## config.mk

```make
export PLATFORM = sky130hd
export DESIGN_NAME = flash_prog_seq
export DESIGN_NICKNAME = d
export VERILOG_FILES = /design/src/rtl/fps_pkg.sv /design/src/rtl/fps_strobe.sv /design/src/rtl/fps_ctrl.sv /design/src/rtl/fps_rdmux.sv /design/src/rtl/flash_prog_seq.sv
export SDC_FILE = /design/constraint.sdc
export NUM_CORES = 1
export LEC_CHECK = 0
export BUFFER_PORTS_ARGS = -buffer_cell sky130_fd_sc_hd__buf_2
export CORE_MARGIN = 8
export CORE_UTILIZATION = 44
export CTS_CLUSTER_SIZE = 12
export DETAILED_ROUTE_END_ITERATION = 7
export GPL_TIMING_DRIVEN = 1
export MAX_ROUTING_LAYER = met4
export PLACE_DENSITY_LB_ADDON = 0.15
export SYNTH_ARGS = -nofsm -noshare
export SYNTH_HDL_FRONTEND = slang
export SYNTH_SLANG_ARGS = --single-unit
```

## constraint.sdc

```tcl
create_clock -name clk -period 2.45 [get_ports clk]
set_input_delay 0.1225 -clock clk [delete_from_list [all_inputs] [get_ports clk]]
set_output_delay 0.1225 -clock clk [all_outputs]
set_load 0.005 [all_outputs]
```

## src/rtl/fps_pkg.sv

```systemverilog
package fps_pkg;

    localparam int AW = 16;
    localparam int DW = 16;

    localparam logic [14:0] KEY_ADDR_HI = 15'h5555;
    localparam logic [14:0] KEY_ADDR_LO = 15'h2AAA;
    localparam logic [7:0]  KEY_BYTE_1  = 8'hAA;
    localparam logic [7:0]  KEY_BYTE_2  = 8'h55;
    localparam logic [7:0]  KEY_BYTE_3  = 8'hA0;

    typedef enum logic [2:0] {
        SQ_IDLE,
        SQ_KEY1,
        SQ_KEY2,
        SQ_ARMED,
        SQ_BUSY
    } seq_state_e;

    typedef struct packed {
        logic [AW-1:0] addr;
        logic [DW-1:0] data;
    } wr_cmd_t;

    function automatic logic key_hit(input wr_cmd_t c,
                                     input logic [14:0] ka,
                                     input logic [7:0] kd);
        return (c.addr[14:0] == ka) && (c.data[7:0] == kd);
    endfunction

endpackage

```

## src/rtl/fps_strobe.sv

```systemverilog
module fps_strobe
    import fps_pkg::*;
(
    input  logic          clk,
    input  logic          rst,
    input  logic          we_n,
    input  logic          ce_n,
    input  logic [AW-1:0] addr,
    input  logic [DW-1:0] wdata,
    output logic          wr_done,
    output wr_cmd_t       cmd
);

    logic          wr_on;
    logic          wr_on_q;
    logic [AW-1:0] addr_cap;

    // a write is active only while both strobes are low
    assign wr_on = ~we_n & ~ce_n;

    always_ff @(posedge clk) begin
        if (rst) begin
            wr_on_q  <= 1'b0;
            addr_cap <= '0;
        end else begin
            wr_on_q <= wr_on;
            if (wr_on && !wr_on_q)
                addr_cap <= addr;
        end
    end

    // first strobe to rise ends the write; data is taken from the bus now
    assign wr_done  = wr_on_q & ~wr_on;
    assign cmd.addr = addr_cap;
    assign cmd.data = wdata;

endmodule

```

## src/rtl/fps_ctrl.sv

```systemverilog
module fps_ctrl
    import fps_pkg::*;
#(
    parameter int PGM_CYCLES = 2000
) (
    input  logic          clk,
    input  logic          rst,
    input  logic          wr_done,
    input  wr_cmd_t       cmd,
    output logic [1:0]    bank_busy,
    output logic          prog_start,
    output logic          prog_req,
    output wr_cmd_t       target
);

    localparam int CNT_W = (PGM_CYCLES > 2) ? $clog2(PGM_CYCLES) : 1;

    seq_state_e       state;
    logic [CNT_W-1:0] remain;
    logic             busy;

    always_ff @(posedge clk) begin
        if (rst) begin
            state  <= SQ_IDLE;
            remain <= '0;
            target <= '0;
        end else begin
            unique case (state)
                SQ_IDLE:
                    if (wr_done && key_hit(cmd, KEY_ADDR_HI, KEY_BYTE_1))
                        state <= SQ_KEY1;
                SQ_KEY1:
                    if (wr_done)
                        state <= key_hit(cmd, KEY_ADDR_LO, KEY_BYTE_2) ? SQ_KEY2 : SQ_IDLE;
                SQ_KEY2:
                    if (wr_done)
                        state <= key_hit(cmd, KEY_ADDR_HI, KEY_BYTE_3) ? SQ_ARMED : SQ_IDLE;
                SQ_ARMED:
                    if (wr_done) begin
                        target <= cmd;
                        remain <= CNT_W'(PGM_CYCLES - 1);
                        state  <= SQ_BUSY;
                    end
                SQ_BUSY:
                    // writes are not looked at in this state
                    if (remain == '0)
                        state <= SQ_IDLE;
                    else
                        remain <= remain - 1'b1;
                default:
                    state <= SQ_IDLE;
            endcase
        end
    end

    assign busy       = (state == SQ_BUSY);
    assign prog_start = (state == SQ_ARMED) && wr_done;
    assign prog_req   = busy && (remain == '0);

    for (genvar b = 0; b < 2; b++) begin : g_busy
        assign bank_busy[b] = busy && (target.addr[AW-1] == 1'(b));
    end

endmodule

```

## src/rtl/fps_rdmux.sv

```systemverilog
module fps_rdmux
    import fps_pkg::*;
(
    input  logic          clk,
    input  logic          rst,
    input  logic          oe_n,
    input  logic          ce_n,
    input  logic [AW-1:0] addr,
    input  logic [DW-1:0] arr_rdata,
    input  logic [1:0]    bank_busy,
    input  logic          new_bit7,
    input  logic          prog_start,
    output logic [DW-1:0] rdata
);

    logic sel;
    logic hit;
    logic poll_rd;
    logic poll_rd_q;
    logic tgl;

    assign sel     = ~oe_n & ~ce_n;
    assign hit     = bank_busy[addr[AW-1]];
    assign poll_rd = sel & hit;

    always_ff @(posedge clk) begin
        if (rst || prog_start) begin
            tgl       <= 1'b0;
            poll_rd_q <= 1'b0;
        end else begin
            poll_rd_q <= poll_rd;
            if (poll_rd_q && !poll_rd)
                tgl <= ~tgl;
        end
    end

    always_comb begin
        rdata = '0;
        if (poll_rd) begin
            rdata[7] = ~new_bit7;
            rdata[6] = tgl;
        end else if (sel) begin
            rdata = arr_rdata;
        end
    end

endmodule

```

## src/rtl/flash_prog_seq.sv

```systemverilog
module flash_prog_seq
    import fps_pkg::*;
#(
    parameter int PGM_CYCLES = 2000
) (
    input  logic          clk,
    input  logic          rst,
    input  logic          we_n,
    input  logic          ce_n,
    input  logic          oe_n,
    input  logic [AW-1:0] addr,
    input  logic [DW-1:0] wdata,
    output logic [DW-1:0] rdata,
    input  logic [DW-1:0] arr_rdata,
    input  logic [DW-1:0] arr_pdata,
    output logic [1:0]    bank_busy,
    output logic          prog_req,
    output logic [AW-1:0] prog_addr,
    output logic [DW-1:0] prog_wdata
);

    logic    wr_done;
    wr_cmd_t cmd;
    wr_cmd_t target;
    logic    prog_start;

    fps_strobe i_strobe (
        .clk     (clk),
        .rst     (rst),
        .we_n    (we_n),
        .ce_n    (ce_n),
        .addr    (addr),
        .wdata   (wdata),
        .wr_done (wr_done),
        .cmd     (cmd)
    );

    fps_ctrl #(.PGM_CYCLES(PGM_CYCLES)) i_ctrl (
        .clk        (clk),
        .rst        (rst),
        .wr_done    (wr_done),
        .cmd        (cmd),
        .bank_busy  (bank_busy),
        .prog_start (prog_start),
        .prog_req   (prog_req),
        .target     (target)
    );

    fps_rdmux i_rdmux (
        .clk        (clk),
        .rst        (rst),
        .oe_n       (oe_n),
        .ce_n       (ce_n),
        .addr       (addr),
        .arr_rdata  (arr_rdata),
        .bank_busy  (bank_busy),
        .new_bit7   (target.data[7]),
        .prog_start (prog_start),
        .rdata      (rdata)
    );

    // programming can only clear bits
    assign prog_addr  = target.addr;
    assign prog_wdata = target.data & arr_pdata;

endmodule

```

==> results of run 1 <==
## cell usage in the layout (no fill, tap or decap), types with 4 or more instances in the layout
cell type	n
a21oi_1	60
nor3_1	11
and2_1	18
nor4_1	4
nand2_1	102
nand3_1	7
and3_1	14
buf_2	119
xnor2_1	7
nor2_1	11
buf_4	6
clkbuf_8	12
dfxtp_1	65
## area by class of cell
cell class,instances,area (um2)
Sequential cell,65,1300
Inverter,3,11.3
Timing Repair Buffer,126,651
Clock buffer,13,169
Multi-Input combinational cell,281,1510
Fill cell,668,2920
Tap cell,80,100
Clock inverter,2,60.1
## path summary, 6_finish.rpt
kind	from	to	slack, ps	cells past startpoint
setup / recovery	i_ctrl.state[2]$_SDFFE_PP0P_	rdata[2]	240	5
hold / removal	wdata[9]	i_ctrl.target[9]$_SDFFE_PP0P_	20	3
setup reg to reg	i_ctrl.state[2]$_SDFFE_PP0P_	i_ctrl.remain[9]$_SDFFE_PP0P_	350	5
hold reg to reg	i_ctrl.target[10]$_SDFFE_PP0P_	i_ctrl.target[10]$_SDFFE_PP0P_	450	2
## power by group through the flow
| stage | logic [mW] | clock network [mW] | registers (mW) |
|---|---|---|---|
| after detailed placement | 0.136 | 0 | 1.11 |
| after global routing | 0.152 | 1.12 | 1.08 |
| after floorplan | 0.0547 | 0 | 1.10 |
| final | 0.137 | 1.04 | 1.08 |
| after global placement | 0.134 | 0 | 1.11 |
| after CTS | 0.138 | 1.06 | 1.08 |
## state kept, by name, indices dropped and copies added, names as in the netlist
register	cells
i_ctrl.state	3
i_ctrl.remain	11
i_strobe.wr_on_q	1
i_rdmux.tgl	1
i_ctrl.target	32
i_strobe.addr_cap	16
i_rdmux.poll_rd_q	1
## metal layers
layer  wire length, um  part of all wire  GRT usage  vias to the layer above
met5                 0                 0          -                        -
met4                97             0.012     0.0744                        0
met3               581             0.071     0.0564                       10
met2              3890              0.48      0.275                       80
met1              3620              0.44      0.206                     1300
li1                  -                 -          -                     1496
## per-stage QoR
| step | setup WS (ps) | std cells | hold WS, ps |
|---|---|---|---|
| 5_1_grt | 135 | 570 | 3.73 |
| 2_1_floorplan | 591 | 390 | 199 |
| 4_1_cts | 260 | 570 | 4.63 |
| 6_report | 244 | 570 | 18.0 |
| 3_5_place_dp | 361 | 554 | 351 |
| 3_3_place_gp | 398 | 554 | 341 |
## what timing repair did
item | 4_1_cts | 5_1_grt
setup buffers | 0 | 0
hold buffers | 1 | 0
gates resized for setup | 0 | 0
endpoints found under the hold margin | 1 | 0
## kinds of logic after synthesis
kind of cell / share of synthesized area
mux: 0.00330
xor+xnor: 0.0260
simple gates: 0.328
buf+inv: 0.0752
fa+ha+maj: 0.00826
flops: 0.430
compound gates: 0.130
## synthesized netlist by cell type (all sizes together), types with 2 or more instances
cell	n	area share
nor4	5	0.012
or4	3	0.0087
nor2	11	0.014
a21oi	60	0.099
nand3	7	0.012
nor4b	2	0.011
and3	14	0.029
buf	20	0.045
clkbuf	21	0.026
inv	3	0.0037
xnor2	7	0.020
nand4	3	0.0062
ha	2	0.0083
and2	18	0.037
o21ai	3	0.0050
o21a	2	0.0050
or3b	2	0.0058
nand2	102	0.13
xor2	2	0.0058
nand4b	2	0.0058
nor3	14	0.026
dfxtp	65	0.43
nor3b	4	0.0099
and4	2	0.0058
## worst min-delay path: stages
cell and delay (ps):
buf_2 90, nand2_1 40, a21oi_1 50
==> results.sh, run 1 <==
export IMPL_start_util=0.451
export IMPL_design_area_mm2=0.00380
export IMPL_wl_per_cell_um=14.4
export IMPL_total_power_mw=2.26
export IMPL_antenna_found_initial=0
export IMPL_globalRouteTotalUtil=0.177
export IMPL_rsz0062_at_grt="false"
export IMPL_ys_types=47
export IMPL_leakage_nw=1.67
export IMPL_finalWeightedCongestion=0.792
export IMPL_drtIter0Drc=148
export IMPL_yosys_warnings=0
export IMPL_clk_latency_ps=340
export IMPL_synth_area_per_cell_um2=7.77
export IMPL_p_seq_frac=0.478
export IMPL_netlist_area_mm2=0.00303
export IMPL_root_buffer="clkbuf_8"
export IMPL_finalCoreUtilization=0.566
export IMPL_grt_first_pass_wirelength_um=13700
export IMPL_critPathBufInv=2
export IMPL_crit_family="simple AND/OR/NAND/NOR gates"
export IMPL_setup_viol=0
export IMPL_cts_buffer_depth=2
export IMPL_power_switching_share=0.210
export IMPL_crit_path_end_kind="output port"
export IMPL_min_period_ps=2210
export IMPL_drtAntennaViolNets=0
export IMPL_placed_area_mm2=0.00356
export IMPL_min_period_over_period=0.900
export IMPL_internal_power_mw=1.79
export IMPL_status="finished clean"
export IMPL_cap_violations=0
export IMPL_die_area_mm2=0.00980
export IMPL_die_h_um=99.0
export IMPL_io_pin_count=120
export IMPL_power_frac_clock=0.461
export IMPL_ctsHtreeMaxLevel=3
export IMPL_first_pass_iters=4
export IMPL_power_density_mw_per_mm2=595
export IMPL_cts_tree="done"
export IMPL_grt_overflow=0
export IMPL_nNetsFinal=557
export IMPL_vias=2886
export IMPL_rows=30
export IMPL_peakVddDrop_mv=0.315
export IMPL_route_detailed_drc=0
export IMPL_crit_path_start_kind="flop"
export IMPL_synthesis_nets=461
export IMPL_async_reset_ff_frac=0
export IMPL_max_slew_margin=0.311
export IMPL_arrival_ps=2080
export IMPL_dpl_hpwl_um=5980
export IMPL_numCtsBuffers=9
export IMPL_fmax_mhz=453
export IMPL_switchingPower_mw=0.475
export IMPL_synth_flop_cell="dfxtp_1"
export IMPL_vias_per_cell=5.06
export IMPL_crit_type="reg2out"
export IMPL_critPathRequiredTime_ps=2330
export IMPL_cp_cell_sequence="nor3b_1 > nand3_1 > buf_4 > and3_1 > buf_2"
export IMPL_final_max_slew_violation_count=0
export IMPL_synthCells=390
export IMPL_worstMarginPinSlew_ps=1030
export IMPL_clk_pin_slew_worst_paths_ps=70
export IMPL_finalSetupTns_ps=0
export IMPL_numClockSinks=65
export IMPL_critPathMaxFanout=20
export IMPL_final_layout_size_suffix_gt1_frac=0.304
export IMPL_wirelength_um=8190
export IMPL_finClkSkew_ps=6.15
export IMPL_ys_seq_area_frac=0.430
export IMPL_max_stage_delay_ps=570
export IMPL_slowest_stage="nor3b_1"
export IMPL_area_growth_pct=25.5
export IMPL_floorplan_die_width_um=99.0
export IMPL_combPwrFrac=0.061
export IMPL_min_path_type="in2reg"
export IMPL_grt_pass1_vias=2843
export IMPL_grt_max_degree=58
export IMPL_design_core_area_mm2=0.00672
export IMPL_final_hold_viol_count=0
export IMPL_synth_edf_count=0
export IMPL_synth_seq_cells=65
export IMPL_port_buffers=119
export IMPL_n_antenna_cell=0
Note: power is estimated with default switching activity, not from simulation.
==> run 2, diff against run 1 <==
--- a/config.mk
+++ b/config.mk
@@ -6,8 +6,10 @@
 export NUM_CORES = 1
 export LEC_CHECK = 0
 export BUFFER_PORTS_ARGS = -buffer_cell sky130_fd_sc_hd__buf_2
+export CELL_PAD_IN_SITES_DETAIL_PLACEMENT = 0
+export CELL_PAD_IN_SITES_GLOBAL_PLACEMENT = 1
 export CORE_MARGIN = 8
-export CORE_UTILIZATION = 44
+export CORE_UTILIZATION = 34
 export CTS_CLUSTER_SIZE = 12
 export DETAILED_ROUTE_END_ITERATION = 7
 export GPL_TIMING_DRIVEN = 1
==> results.sh, run 2 (synthesis results as in run 1) <==
export IMPL_final_cell_mix="buf_2 (119), nand2_1 (102), dfxtp_1 (65), a21oi_1 (60), and2_1 (18)"
export IMPL_leakage_nw=1.66
export IMPL_critPathMaxFanout=11
export IMPL_r2r_slack_ps=310
export IMPL_final_common_cell="buf_2"
export IMPL_worstMarginPinSlew_ps=883
export IMPL_setup_slack_ps=314
export IMPL_peakVddDrop_mv=0.340
export IMPL_max_slew_margin=0.412
export IMPL_regMostFlops="i_ctrl.target"
export IMPL_antenna_found_initial=0
export IMPL_final_max_slew_violation_count=0
export IMPL_slowest_stage="dfxtp_1"
export IMPL_drtIter0Drc=113
export IMPL_io_pin_count=120
export IMPL_setup_viol=0
export IMPL_final_layout_size_suffix_gt1_frac=0.310
export IMPL_dp_slack_ps=335
export IMPL_p_seq_frac=0.502
export IMPL_status="finished clean"
export IMPL_arrival_ps=2320
export IMPL_clk_latency_ps=340
export IMPL_final_hold_viol_count=0
export IMPL_fillCellCount=934
export IMPL_clk_pin_slew_worst_paths_ps=70
export IMPL_floorplan_die_width_um=110
export IMPL_dpl_hpwl_um=6400
export IMPL_grt_overflow=0
export IMPL_fmax_mhz=468
export IMPL_instances_no_fill=601
export IMPL_wirelength_um=8740
export IMPL_dp_cells=584
export IMPL_path_depth=5
export IMPL_first_pass_iters=4
export IMPL_finalWeightedCongestion=0.794
export IMPL_route_detailed_drc=0
export IMPL_min_period_over_period=0.872
export IMPL_r2r_cells=5
export IMPL_min_path_type="in2reg"
export IMPL_cts_buffer_depth=2
export IMPL_n_antenna_cell=0
export IMPL_crit_family="simple AND/OR/NAND/NOR gates"
export IMPL_total_power_mw=2.15
export IMPL_grt_first_pass_wirelength_um=13700
export IMPL_reg2reg_to="i_ctrl.remain[9]$_SDFFE_PP0P_"
export IMPL_area_growth_pct=26.4
export IMPL_finalSetupTns_ps=0
export IMPL_cp_cell_sequence="or3b_1 > or4_4 > nor4b_4 > xnor2_1 > a21oi_1"
export IMPL_r2r_start="i_ctrl.state[2]$_SDFFE_PP0P_"
export IMPL_crit_path_end_kind="flop"
export IMPL_rows=34
export IMPL_vias=2851
export IMPL_worstSetupStartpoint="i_ctrl.state[2]$_SDFFE_PP0P_"
export IMPL_numClockSinks=65
export IMPL_ctsHtreeMaxLevel=3
export IMPL_numCtsBuffers=9
export IMPL_power_frac_clock=0.432
export IMPL_nNetsFinal=559
export IMPL_cap_violations=0
export IMPL_drtAntennaViolNets=0
export IMPL_crit_path_start_kind="flop"
export IMPL_design_core_area_mm2=0.00868
export IMPL_die_area_mm2=0.0122
export IMPL_die_h_um=110
export IMPL_power_switching_share=0.240
export IMPL_rsz0062_at_grt="false"
export IMPL_internal_power_mw=1.64
export IMPL_min_period_ps=2140
export IMPL_power_density_mw_per_mm2=563
export IMPL_cts_tree="done"
export IMPL_crit_type="reg2reg"
export IMPL_critPathRequiredTime_ps=2630
export IMPL_switchingPower_mw=0.518
export IMPL_finClkSkew_ps=8.82
export IMPL_largest_reg_flops=32
export IMPL_port_buffers=119
export IMPL_reg_largest_list="i_ctrl.target: 32 flops, i_strobe.addr_cap: 16 flops, i_ctrl.remain: 11 flops"
export IMPL_start_util=0.349
export IMPL_combPwrFrac=0.066
export IMPL_critPathBufInv=0
export IMPL_ctsResizeCount=0
export IMPL_grt_max_degree=41
export IMPL_wl_per_cell_um=14.5
export IMPL_vias_per_cell=4.74
export IMPL_root_buffer="clkbuf_8"
export IMPL_grt_pass1_vias=2842
export IMPL_cp_endpoint="i_ctrl.remain[9]$_SDFFE_PP0P_"
export IMPL_max_stage_delay_ps=520
export IMPL_globalRouteTotalUtil=0.147
-- run 2: repair_timing --
| action | CTS | global route |
|---|---|---|
| buffers inserted | 0 | 0 |
| endpoints found under the hold margin | 1 | 0 |
| hold buffers | 1 | 0 |
-- run 2: layer usage --
| layer | vias to the layer above | GRT usage | part of all wire |
|---|---|---|---|
| met4 | 0 | 0.0457 | 0.0098 |
| met2 | 85 | 0.234 | 0.45 |
| li1 | 1500 | - | - |
| met5 | - | - | 0 |
| met1 | 1259 | 0.184 | 0.46 |
| met3 | 7 | 0.0273 | 0.080 |
-- run 2: worst register-to-register path: stages, from the launching register on --
cell     delay [ps]
dfxtp_1         520
or3b_1          500
or4_4           510
nor4b_4         240
xnor2_1         140
a21oi_1          80
-- run 2: worst min path at each step --
stage / start / end / slack (ps) / cells past startpoint
after detailed placement: we_n / i_strobe.wr_on_q$_SDFF_PP0_ / 340 / 2
final: ce_n / i_strobe.wr_on_q$_SDFF_PP0_ / 20 / 2
after global routing: wdata[12] / i_ctrl.target[12]$_SDFFE_PP0P_ / 8 / 3
after CTS: ce_n / i_strobe.wr_on_q$_SDFF_PP0_ / 3 / 2
after global placement: we_n / i_strobe.wr_on_q$_SDFF_PP0_ / 340 / 2
after floorplan: we_n / i_strobe.wr_on_q$_SDFF_PP0_ / 200 / 1
-- run 2: cell type report --
cell class,instances,area (um2),share of cell area
Timing Repair Buffer,128,666,0.174
Clock buffer,10,138,0.0359
Inverter,3,11.3,0.00294
Sequential cell,65,1300,0.340
Tap cell,108,135,0.0353
Clock inverter,6,67.6,0.0176
Multi-Input combinational cell,281,1510,0.394
-- run 2: power by group through the flow --
stage | clock network (mW) | registers [mW] | logic (mW)
final | 0.932 | 1.08 | 0.141
after global routing | 1.01 | 1.08 | 0.158
after CTS | 0.962 | 1.08 | 0.143
after detailed placement | 0 | 1.11 | 0.141
after global placement | 0 | 1.11 | 0.140
after floorplan | 0 | 1.10 | 0.0547
-- run 2: through the flow --
| step | util | hold WS [ps] | instance area (um2) |
|---|---|---|---|
| 2_1_floorplan | - | 199 | 3030 |
| 5_1_grt | 0.441 | 7.85 | 3830 |
| 6_report | 0.441 | 17.5 | 3830 |
| 3_5_place_dp | 0.416 | 344 | 3610 |
| 3_3_place_gp | 0.416 | 340 | 3610 |
| 4_1_cts | 0.441 | 2.87 | 3830 |
==> run 3, diff against run 2 <==
==> constraint.sdc (replaced) <==
create_clock -name clk -period 2.45 [get_ports clk]
set_input_delay 0.3675 -clock clk [delete_from_list [all_inputs] [get_ports clk]]
set_output_delay 0.3675 -clock clk [all_outputs]
set_load 0.005 [all_outputs]
==> results.sh, run 3 (synthesis results as in run 1) <==
export IMPL_drtAntennaViolNets=0
export IMPL_rows=34
export IMPL_ctsResizeCount=0
export IMPL_wl_met1_um=4130
export IMPL_power_density_mw_per_mm2=590
export IMPL_cap_violations=0
export IMPL_die_area_mm2=0.0122
export IMPL_hold_buffers=0
export IMPL_final_max_slew_violation_count=0
export IMPL_n_antenna_cell=0
export IMPL_min_path_type="in2reg"
export IMPL_reg_largest_list="i_ctrl.target: 32 flops, i_strobe.addr_cap: 16 flops, i_ctrl.remain: 11 flops"
export IMPL_fmax_mhz=459
export IMPL_max_slew_margin=0.387
export IMPL_floorplan_die_width_um=110
export IMPL_cts_tree="done"
export IMPL_r2r_cells=5
export IMPL_clk_latency_ps=350
export IMPL_largest_reg_flops=32
export IMPL_wl_per_cell_um=14.7
export IMPL_dpl_hpwl_um=6250
export IMPL_wirelength_um=8800
export IMPL_grt_overflow=0
export IMPL_port_buffers=119
export IMPL_design_area_mm2=0.00385
export IMPL_nNetsFinal=556
export IMPL_holdPathStages=2
export IMPL_crit_path_start_kind="flop"
export IMPL_finClkSkew_ps=11.0
export IMPL_crit_type="reg2out"
export IMPL_placed_area_mm2=0.00361
export IMPL_wl_met3_um=682
export IMPL_finalSetupTns_ps=0
export IMPL_min_period_over_period=0.889
export IMPL_grt_pass1_vias=2702
export IMPL_route_detailed_drc=0
export IMPL_critPathMaxFanout=6
export IMPL_instances_no_fill=598
export IMPL_area_growth_pct=27.2
export IMPL_ctsHtreeMaxLevel=3
export IMPL_vias_per_cell=4.77
export IMPL_dp_cells=582
export IMPL_arrival_ps=1810
export IMPL_final_layout_size_suffix_gt1_frac=0.310
export IMPL_antenna_found_initial=0
export IMPL_whs_ps=233
export IMPL_total_power_mw=2.27
export IMPL_cts_buffer_depth=2
export IMPL_wl_met2_um=3880
export IMPL_dr_max_layer_used="met4"
export IMPL_grt_first_pass_wirelength_um=13700
export IMPL_status="finished clean"
export IMPL_clk_pin_slew_worst_paths_ps=80
export IMPL_numCtsBuffers=9
export IMPL_min_period_ps=2180
export IMPL_post_cts_buffers=0
export IMPL_globalRouteTotalUtil=0.148
export IMPL_final_common_cell="buf_2"
export IMPL_finalWeightedCongestion=0.842
export IMPL_leakage_nw=1.67
export IMPL_drtIter0Drc=135
export IMPL_root_buffer="clkbuf_8"
export IMPL_final_cell_mix="buf_2 (119), nand2_1 (102), dfxtp_1 (65), a21oi_1 (60), and2_1 (18)"
export IMPL_rsz0062_at_grt="false"
export IMPL_die_h_um=110
export IMPL_worstMarginPinSlew_ps=919
export IMPL_critPathRequiredTime_ps=2080
export IMPL_io_pin_count=120
export IMPL_setup_viol=0
export IMPL_regMostFlops="i_ctrl.target"
export IMPL_design_core_area_mm2=0.00868
export IMPL_first_pass_iters=4
export IMPL_vias=2852
export IMPL_crit_path_end_kind="output port"
export IMPL_grt_max_degree=41
export IMPL_r2r_slack_ps=340
export IMPL_start_util=0.349
export IMPL_peakVddDrop_mv=0.386
export IMPL_final_hold_viol_count=0
export IMPL_numClockSinks=65
-- run 3: stage by stage --
| stage | setup WS (ps) | utilization |
|---|---|---|
| CTS | 113 | 0.443 |
| global placement | 401 | 0.416 |
| global route | 61.5 | 0.444 |
| floorplan | 591 | - |
| detailed placement | 366 | 0.416 |
| finish | 271 | 0.444 |
-- run 3: critical path, cell delays in order, from the launching register on --
cell     delay (ps)
dfxtp_1         370
nor4_2          390
nand4_1         340
nor2_1          210
buf_2           140
-- run 3: report_power, final --
| part | leakage [nW] | switching (mW) | total, mW | internal [mW] |
|---|---|---|---|---|
| clock network | 0.109 | 0.422 | 1.05 | 0.629 |
| registers | 0.525 | 0.0127 | 1.08 | 1.07 |
| logic | 1.04 | 0.0701 | 0.139 | 0.0692 |
| total | 1.67 | 0.505 | 2.27 | 1.77 |
-- run 3: worst paths after layout --
check	from	endpoint
setup / recovery	i_ctrl.remain[3]$_SDFFE_PP0P_	prog_req
hold / removal	we_n	i_strobe.wr_on_q$_SDFF_PP0_
setup reg to reg	i_ctrl.state[2]$_SDFFE_PP0P_	i_ctrl.remain[9]$_SDFFE_PP0P_
hold reg to reg	i_ctrl.target[20]$_SDFFE_PP0P_	i_ctrl.target[20]$_SDFFE_PP0P_
-- run 3: cell type report --
class,instances,area (um2)
fillers,919,4830
multi-input cells,281,1520
flip-flops and latches,65,1300
repair buffers,125,653
clock buffers,12,155
well taps,108,135
clock inverters,4,75.1
inverters,3,11.3
-- run 3: routing by layer --
metal  track usage  vias to the layer above
met1         0.182                     1270
met4        0.0514                        0
met2         0.227                       81
met3        0.0407                       11
met5             -                        -
li1              -                     1490
